File: config.mk
export PLATFORM = sky130hd
export DESIGN_NAME = store_defer_cache
export DESIGN_NICKNAME = d
export VERILOG_FILES = /design/src/rtl/sdc_pkg.sv /design/src/rtl/sdc_tag_store.sv /design/src/rtl/sdc_data_array.sv /design/src/rtl/sdc_defer_reg.sv /design/src/rtl/store_defer_cache.sv
export SDC_FILE = /design/constraint.sdc
export NUM_CORES = 1
export LEC_CHECK = 0
export BUFFER_PORTS_ARGS = -buffer_cell sky130_fd_sc_hd__buf_4
export CAP_MARGIN = 20
export CORE_MARGIN = 2
export CORE_UTILIZATION = 52
export CTS_BUF_LIST = sky130_fd_sc_hd__clkbuf_16
export DETAILED_ROUTE_END_ITERATION = 8
export GPL_ROUTABILITY_DRIVEN = 0
export GPL_TIMING_DRIVEN = 0
export HOLD_SLACK_MARGIN = 0.05
export PLACE_DENSITY = 0.75
export RECOVER_POWER = 50
export SKIP_CTS_REPAIR_TIMING = 1
export SYNTH_ARGS = -nofsm -noshare
export SYNTH_HDL_FRONTEND = slang
export SYNTH_HIERARCHICAL = 1
export SYNTH_SLANG_ARGS = --single-unit
File: constraint.sdc
create_clock -name clk -period 3.33 [get_ports clk]
set_input_delay 0.666 -clock clk [delete_from_list [all_inputs] [get_ports clk]]
set_output_delay 0.666 -clock clk [all_outputs]
set_load 0.03 [all_outputs]
File: src/rtl/sdc_pkg.sv
package sdc_pkg;
   typedef enum logic {
      ST_RUN  = 1'b0,
      ST_FILL = 1'b1
   } sdc_state_e;
endpackage

File: src/rtl/sdc_tag_store.sv
module sdc_tag_store #(
   parameter int IDX_W = 3,
   parameter int TAG_W = 5
) (
   input  logic             clk,
   input  logic             rst_n,
   input  logic [IDX_W-1:0] rd_idx,
   input  logic [TAG_W-1:0] rd_tag,
   output logic             hit,
   input  logic             wr_en,
   input  logic [IDX_W-1:0] wr_idx,
   input  logic [TAG_W-1:0] wr_tag
);
   localparam int SETS = 1 << IDX_W;

   logic [SETS-1:0]  vld_q;
   logic [TAG_W-1:0] tag_q [SETS];

   always_ff @(posedge clk or negedge rst_n) begin
      if (!rst_n) begin
         vld_q <= '0;
         for (int i = 0; i < SETS; i++) tag_q[i] <= '0;
      end else if (wr_en) begin
         vld_q[wr_idx] <= 1'b1;
         tag_q[wr_idx] <= wr_tag;
      end
   end

   assign hit = vld_q[rd_idx] && (tag_q[rd_idx] == rd_tag);


   install_hit_chk: assert property (@(posedge clk) disable iff (!rst_n)
      wr_en |=> (vld_q[$past(wr_idx)] && tag_q[$past(wr_idx)] == $past(wr_tag)));
endmodule

File: src/rtl/sdc_data_array.sv
module sdc_data_array #(
   parameter int IDX_W  = 3,
   parameter int DATA_W = 32
) (
   input  logic              clk,
   input  logic              rst_n,
   input  logic [IDX_W-1:0]  rd_idx,
   output logic [DATA_W-1:0] rd_data,
   input  logic              we,
   input  logic [IDX_W-1:0]  wr_idx,
   input  logic [DATA_W/8-1:0] wr_be,
   input  logic [DATA_W-1:0] wr_data
);
   localparam int SETS = 1 << IDX_W;
   localparam int BE_W = DATA_W / 8;

   logic [DATA_W-1:0] mem_q [SETS];

   assign rd_data = mem_q[rd_idx];

   for (genvar b = 0; b < BE_W; b++) begin : g_lane
      always_ff @(posedge clk or negedge rst_n) begin
         if (!rst_n) begin
            for (int i = 0; i < SETS; i++) mem_q[i][8*b +: 8] <= '0;
         end else if (we && wr_be[b]) begin
            mem_q[wr_idx][8*b +: 8] <= wr_data[8*b +: 8];
         end
      end


      lane_keep_chk: assert property (@(posedge clk) disable iff (!rst_n)
         (we && !wr_be[b]) |=> (mem_q[$past(wr_idx)][8*b +: 8] == $past(mem_q[wr_idx][8*b +: 8])));
   end
endmodule

File: src/rtl/sdc_defer_reg.sv
module sdc_defer_reg #(
   parameter int ADDR_W = 8,
   parameter int DATA_W = 32
) (
   input  logic                clk,
   input  logic                rst_n,
   input  logic                load_en,
   input  logic                clr_en,
   input  logic [ADDR_W-1:0]   in_addr,
   input  logic [DATA_W-1:0]   in_data,
   input  logic [DATA_W/8-1:0] in_be,
   output logic                pend_valid,
   output logic [ADDR_W-1:0]   pend_addr,
   output logic [DATA_W-1:0]   pend_data,
   output logic [DATA_W/8-1:0] pend_be,
   input  logic [ADDR_W-1:0]   look_addr,
   input  logic [DATA_W-1:0]   base_data,
   output logic [DATA_W-1:0]   fwd_data
);
   localparam int BE_W = DATA_W / 8;

   logic match;

   always_ff @(posedge clk or negedge rst_n) begin
      if (!rst_n) begin
         pend_valid <= 1'b0;
         pend_addr  <= '0;
         pend_data  <= '0;
         pend_be    <= '0;
      end else if (load_en) begin
         pend_valid <= 1'b1;
         pend_addr  <= in_addr;
         pend_data  <= in_data;
         pend_be    <= in_be;
      end else if (clr_en) begin
         pend_valid <= 1'b0;
      end
   end

   assign match = pend_valid && (pend_addr == look_addr);

   for (genvar b = 0; b < BE_W; b++) begin : g_fwd
      assign fwd_data[8*b +: 8] = (match && pend_be[b]) ? pend_data[8*b +: 8]
                                                         : base_data[8*b +: 8];
   end


   pend_hold_chk: assert property (@(posedge clk) disable iff (!rst_n)
      (pend_valid && !load_en && !clr_en) |=>
         (pend_valid && $stable(pend_addr) && $stable(pend_data) && $stable(pend_be)));
endmodule

File: src/rtl/store_defer_cache.sv
module store_defer_cache
   import sdc_pkg::*;
#(
   parameter int ADDR_W = 8,
   parameter int IDX_W  = 3,
   parameter int DATA_W = 32
) (
   input  logic                clk,
   input  logic                rst_n,
   input  logic                req_valid,
   input  logic                req_store,
   input  logic [ADDR_W-1:0]   req_addr,
   input  logic [DATA_W-1:0]   req_wdata,
   input  logic [DATA_W/8-1:0] req_be,
   output logic                req_ready,
   output logic                rsp_valid,
   output logic [DATA_W-1:0]   rsp_data,
   output logic                fill_req,
   output logic [ADDR_W-1:0]   fill_addr,
   input  logic                fill_done,
   input  logic [DATA_W-1:0]   fill_data
);
   localparam int TAG_W = ADDR_W - IDX_W;
   localparam int BE_W  = DATA_W / 8;

   if (DATA_W % 8 != 0 || DATA_W < 8) begin : g_bad_width
      $error("DATA_W must be a positive multiple of 8");
   end
   if (IDX_W < 1 || IDX_W >= ADDR_W) begin : g_bad_index
      $error("IDX_W must lie between 1 and ADDR_W-1");
   end

   sdc_state_e state_q;
   logic [ADDR_W-1:0] fill_addr_q;

   logic hit, in_run, acc, st_hit, miss_start, fill_install, commit;
   logic arr_we;
   logic [IDX_W-1:0]  arr_idx;
   logic [BE_W-1:0]   arr_be;
   logic [DATA_W-1:0] arr_wdata, arr_rdata, fwd_data;
   logic              pend_valid;
   logic [ADDR_W-1:0] pend_addr;
   logic [DATA_W-1:0] pend_data;
   logic [BE_W-1:0]   pend_be;

   // stage 1: tag check
   sdc_tag_store #(.IDX_W(IDX_W), .TAG_W(TAG_W)) u_tags (
      .clk    (clk),
      .rst_n  (rst_n),
      .rd_idx (req_addr[IDX_W-1:0]),
      .rd_tag (req_addr[ADDR_W-1:IDX_W]),
      .hit    (hit),
      .wr_en  (fill_install),
      .wr_idx (fill_addr_q[IDX_W-1:0]),
      .wr_tag (fill_addr_q[ADDR_W-1:IDX_W])
   );

   assign in_run       = (state_q == ST_RUN);
   assign req_ready    = in_run && hit;
   assign acc          = req_valid && req_ready;
   assign st_hit       = acc && req_store;
   assign miss_start   = req_valid && in_run && !hit;
   assign fill_install = (state_q == ST_FILL) && fill_done;
   assign commit       = pend_valid && (st_hit || miss_start);

   // stage 2: one write port shared by deferred commit and line install
   assign arr_we    = commit || fill_install;
   assign arr_idx   = commit ? pend_addr[IDX_W-1:0] : fill_addr_q[IDX_W-1:0];
   assign arr_be    = commit ? pend_be : {BE_W{1'b1}};
   assign arr_wdata = commit ? pend_data : fill_data;

   sdc_data_array #(.IDX_W(IDX_W), .DATA_W(DATA_W)) u_array (
      .clk     (clk),
      .rst_n   (rst_n),
      .rd_idx  (req_addr[IDX_W-1:0]),
      .rd_data (arr_rdata),
      .we      (arr_we),
      .wr_idx  (arr_idx),
      .wr_be   (arr_be),
      .wr_data (arr_wdata)
   );

   sdc_defer_reg #(.ADDR_W(ADDR_W), .DATA_W(DATA_W)) u_defer (
      .clk        (clk),
      .rst_n      (rst_n),
      .load_en    (st_hit),
      .clr_en     (miss_start),
      .in_addr    (req_addr),
      .in_data    (req_wdata),
      .in_be      (req_be),
      .pend_valid (pend_valid),
      .pend_addr  (pend_addr),
      .pend_data  (pend_data),
      .pend_be    (pend_be),
      .look_addr  (req_addr),
      .base_data  (arr_rdata),
      .fwd_data   (fwd_data)
   );

   always_ff @(posedge clk or negedge rst_n) begin
      if (!rst_n) begin
         state_q     <= ST_RUN;
         fill_addr_q <= '0;
         rsp_valid   <= 1'b0;
         rsp_data    <= '0;
      end else begin
         rsp_valid <= acc && !req_store;
         if (acc && !req_store) rsp_data <= fwd_data;
         case (state_q)
            ST_RUN: if (miss_start) begin
               state_q     <= ST_FILL;
               fill_addr_q <= req_addr;
            end
            ST_FILL: if (fill_done) state_q <= ST_RUN;
            default: state_q <= ST_RUN;
         endcase
      end
   end

   assign fill_req  = (state_q == ST_FILL);
   assign fill_addr = fill_addr_q;


   fill_empty_chk: assert property (@(posedge clk) disable iff (!rst_n)
      fill_req |-> (!pend_valid && !req_ready));


   fill_hold_chk: assert property (@(posedge clk) disable iff (!rst_n)
      (fill_req && !fill_done) |=> (fill_req && $stable(fill_addr)));


   store_enter_chk: assert property (@(posedge clk) disable iff (!rst_n)
      st_hit |=> (pend_valid && pend_addr == $past(req_addr) && !rsp_valid));


   overlap_chk: assert property (@(posedge clk) disable iff (!rst_n)
      (st_hit && pend_valid) |-> arr_we);


   load_rsp_chk: assert property (@(posedge clk) disable iff (!rst_n)
      (acc && !req_store) |=> rsp_valid);


   load_keep_chk: assert property (@(posedge clk) disable iff (!rst_n)
      (acc && !req_store) |=> ($stable(pend_valid) && $stable(pend_addr) && $stable(pend_data)));
endmodule

==> metrics.txt, run 1 <==
status=finished, violations left; failing checks=capacitance limit, slew limit; port bufs=91; RSZ-0062 raised after global routing=no; Largest stage delay, worst path=500 ps; gr usage total=20.6%; Leak Pwr=3.96 nW; setup TNS=0 ps; power density cells=~790 nW/um2; Pint=4.48 mW; Die X=116 um; WL/cell=about 17 um; number of cell rows=41; GRT met2 Usage=34.3%; CP Depth=9; startpoint class of the critical path=primary input; via count=3742; pre-CTS WS=-545 ps; Worst-Skew Late Latency=a little over 400 ps; Longest Clk Path Bufs=2; Die ar.=approximately 14000 um2; design area=8120 um2; HPWL Detailed=roughly 9000 um; layout cell share with drive strength beyond 1=58.4%; clk root buf=clkbuf_16; CORE AREA=12500 um2; fmax=a little over 300 MHz; Ys Warns=around 770; WL final=12900 um; met1 usage in global routing=26.5%; Design Power=6.39 mW; Detail Route Antenna Nets=0; crit share post-route=96.3%; Finished Layout Cells=746; skew final=approximately 5.7 ps; H-tree depth=4; combinational power share=~28%; Placement Cell Area=7610 um2; Worst-Margin Slew=2250 ps; filler cell count=943; First-pass DRT Iterations=4; Placed Cells=about 720; crit path kind=in2out; GR Overflow Total=0; CP Cell Sequence=buf_4 > buf_8 > mux2i_1 > mux4_2 > xor2_1 > nand4_1 > nor3_2 > nor2b_4 > buf_6; final hold violation count=0; chip height=approximately 120 um; slew margin rel.=-50.1%; CTS tree=yes; Seq. cell area=3380 um2; maxcap violations=1; hold depth=1; vias in the first global route=3914; R2R cell count=9; hold crit path type=reg2reg; syn_area_per_cell=about 16 um2; Top delay family on crit path=multiplexers; Crit-path slowest cell=mux4_2; largest net degree at the start of global routing=94; switching part of the total=30.0%; post-layout util=between 60 and 70%; final net count=642; Critical Path End Type=output pin; Worst IR Drop VDD=around 480 uV; post-layout minimum cycle time=between 3000 and 4000 ps; routed vias/inst=5.02; Seq pwr share=between 40% and 50%; global-route wire length before repair=20800 um; Final setup viols=0; clock share of power=30.2%; Top-Level Pins=124; CTS Sinks=135; Slew Viols, Final=44; CTS Buf Count=17; worst hold slack=roughly 460 ps; n_diodes=0; Starting Density=between 50% and 60%; Remaining DRCs=0; Switch Pwr=approximately 1.9 mW; area grow syn2layout=23.9%; Clock Pin Slew Worst Setup and Hold Paths=roughly 60 ps; critical path required time=2660 ps; Mapped Cells=421; area of the multi-input gates=2880 um2; initial antenna violation count=0; Top Usage Layer GRT=met2; Worst EP arrival=between 2000 and 3000 ps; met3 Usage GRT=5.19%; Iteration-0 DRC Markers=200; critical path peak fanout=15; WP buf/inv=3; worst setup margin=122 ps; Mapped Area=6560 um2
-- path summary, 6_finish.rpt --
path,end,start,slack [ps]
setup / recovery,req_ready,req_addr[0],120
hold / removal,u_tags/vld_q[4]$_DFFE_PN0P_,u_tags/vld_q[4]$_DFFE_PN0P_,460
setup reg to reg,u_defer/pend_data[26]$_DFFE_PN0P_,u_tags/tag_q[4]$_DFFE_PN0P_,490
hold reg to reg,u_tags/vld_q[4]$_DFFE_PN0P_,u_tags/vld_q[4]$_DFFE_PN0P_,460
max in group asynchronous,u_tags/tag_q[32]$_DFFE_PN0P_,rst_n,650
min in group asynchronous,rsp_data[20]$_DFFE_PN0P_,rst_n,920
-- layout by cell type (no fill, tap or decap), types with 3 or more instances in the layout --
cell	count
buf_12	3
buf_2	5
buf_4	104
buf_6	6
bufinv_16	4
clkbuf_1	20
clkbuf_16	17
clkinv_2	5
conb_1	32
dfrtp_1	135
inv_1	4
mux2_2	112
mux2_4	45
mux2i_1	14
mux4_2	7
nand2b_1	6
nand3_1	4
nand4b_1	3
or2_2	4
xnor2_1	6
xnor2_2	3
-- per-layer routing --
layer / vias to the layer above / part of all wire (%)
met2: 85 / 51
met1: 1912 / 43
met4: 0 / 1.4
met3: 15 / 4.1
li1: 1730 / -
met5: - / 0
-- area by class of cell --
class	instances	area share [%]
buffer	48	4.90
clock buffer	17	5.24
clock inverter	15	2.28
inverter	4	0.185
multi-input combinational	263	35.4
sequential	135	41.6
tap	172	2.65
timing repair buffer	92	7.76
-- power by group through the flow --
stage	logic, mW	registers, mW	clock network [mW]
2_1_floorplan	1.03	2.88	0
3_3_place_gp	1.81	2.62	0
3_5_place_dp	1.86	2.69	0
4_1_cts	1.87	2.66	1.96
5_1_grt	1.94	2.75	2.04
6_report	1.80	2.66	1.93
-- sequential cells by signal, indices dropped and copies added (netlist names) --
register            cells
u_defer/pend_valid      1
rsp_data               32
rsp_valid               1
u_defer/pend_be         4
fill_req                1
fill_addr               8
u_defer/pend_addr       8
u_tags/vld_q            8
u_tags/tag_q           40
u_defer/pend_data      32
Note: power is estimated with default switching activity, not from simulation.
==> run 2: changes to the inputs <==
--- a/config.mk
+++ b/config.mk
@@ -15,7 +15,6 @@
 export GPL_TIMING_DRIVEN = 0
 export HOLD_SLACK_MARGIN = 0.05
 export PLACE_DENSITY = 0.75
-export RECOVER_POWER = 50
 export SKIP_CTS_REPAIR_TIMING = 1
 export SYNTH_ARGS = -nofsm -noshare
 export SYNTH_HDL_FRONTEND = slang
==> run 2 against run 1 <==
Effect of this change:
- the flow now finishes without violations
- die area did not move
- core utilization rose by 0.70 points
- cell count did not move
- global-route usage did not move
- sequential power barely moved
- clock power barely moved
- wire length did not move
- combinational power rose by 3%
- maximum frequency fell by 0.13%
- via count barely moved
- final area rose by 1.1%
- largest power group unchanged
==> metrics.txt, run 2 (synthesized netlist as in run 1, its figures left out) <==
Worst-Skew Late Latency=410 ps; crit path kind=in2out; HPWL Detailed=9010 um; initial antenna violation count=0; H-tree depth=4; met3 Usage GRT=under 10%; design area=8210 um2; Remaining DRCs=0; skew final=approximately 5.6 ps; GRT met2 Usage=approximately a third; Starting Density=52.6%; global-route wire length before repair=20800 um; vias in the first global route=about 3900; via count=3741; setup TNS=0 ps; Top-Level Pins=124; routed vias/inst=5.01; Clock Pin Slew Worst Setup and Hold Paths=60 ps; startpoint class of the critical path=primary input; CTS tree=yes; worst hold slack=approximately 160 ps; area grow syn2layout=25.2%; Seq. cell area=3380 um2; critical path peak fanout=15; First-pass DRT Iterations=4; RSZ-0062 raised after global routing=no; pre-CTS WS=-545 ps; maxcap violations=0; area of the multi-input gates=2880 um2; fmax=311 MHz; WL final=about 13000 um; Iteration-0 DRC Markers=213; most frequent cells in the layout=dfrtp_1 (135), buf_4 (121), mux2_2 (112); slew margin rel.=30.0%; gr usage total=20.6%; layout cell share with drive strength beyond 1=a little over 60%; critical path required time=around 2700 ps; status=finished clean; largest registers=u_tags/tag_q: 40 flops, rsp_data: 32 flops, u_defer/pend_data: 32 flops; Top Usage Layer GRT=met2; Final setup viols=0; post-layout minimum cycle time=3210 ps; final hold violation count=0; met1 usage in global routing=26.5%; chip height=between 100 and 150 um; WL/cell=17.3 um; Detail Route Antenna Nets=0; final net count=roughly 640; number of cell rows=slightly above 40; Die X=116 um; largest net degree at the start of global routing=94; CTS Buf Count=17; Largest register FFs=40; crit share post-route=96.5%; Leak Pwr=4.05 nW; Design Power=6.45 mW; CORE AREA=12500 um2; CTS Sinks=135; hold crit path type=in2async; GR Overflow Total=0; Finished Layout Cells=746; Worst-Margin Slew=between 1000 and 1500 ps; worst setup margin=118 ps; Placement Cell Area=about 7600 um2; Longest Clk Path Bufs=2; power density cells=786 nW/um2; clk root buf=clkbuf_16; Placed Cells=716; most common cell after layout, fill and taps aside=dfrtp_1; Reg with most FFs=u_tags/tag_q; Worst IR Drop VDD=479 uV; post-layout util=65.9%; Die ar.=approximately 14000 um2; filler cell count=915; Critical Path End Type=output pin; port bufs=91; n_diodes=0; Worst EP arrival=approximately 2600 ps; Slew Viols, Final=0
## run 2: report_power, final
group          leakage, nW  switching (mW)  internal, mW
logic                 1.99           0.827          1.03
clock network        0.297           0.689          1.24
registers             1.76           0.399          2.26
total                 4.05            1.91          4.54
## run 2: final timing paths
check	from	endpoint	slack, ps	cells past startpoint
worst max register to register	u_tags/tag_q[4]$_DFFE_PN0P_	u_defer/pend_data[0]$_DFFE_PN0P_	490	9
worst min register to register	u_tags/vld_q[4]$_DFFE_PN0P_	u_tags/vld_q[4]$_DFFE_PN0P_	460	1
max in group asynchronous	rst_n	u_tags/tag_q[32]$_DFFE_PN0P_	2370	2
min in group clk	u_tags/vld_q[4]$_DFFE_PN0P_	u_tags/vld_q[4]$_DFFE_PN0P_	460	1
worst min-delay path	rst_n	rsp_data[20]$_DFFE_PN0P_	160	1
worst max-delay path	req_addr[0]	req_ready	120	9
## run 2: final cells by class
type	instances	share of cell area (%)
clock buffers	17	5.18
clock inverters	15	2.26
repair buffers	92	8.75
inverters	4	0.183
plain buffers	48	4.85
flip-flops and latches	135	41.1
multi-input cells	263	35.0
well taps	172	2.62
## run 2: per-layer routing
layer	routed length, um	vias to the layer above
met3	544	16
met2	6600	87
met5	0	-
met1	5590	1912
met4	187	0
li1	-	1726
## run 2: critical path, stage by stage
cell and delay (ps):
buf_4 150, buf_8 170, mux2i_1 150, mux4_2 510, xor2_1 160, nand4_1 140, nor3_2 240, nor2b_4 210
buf_6 150
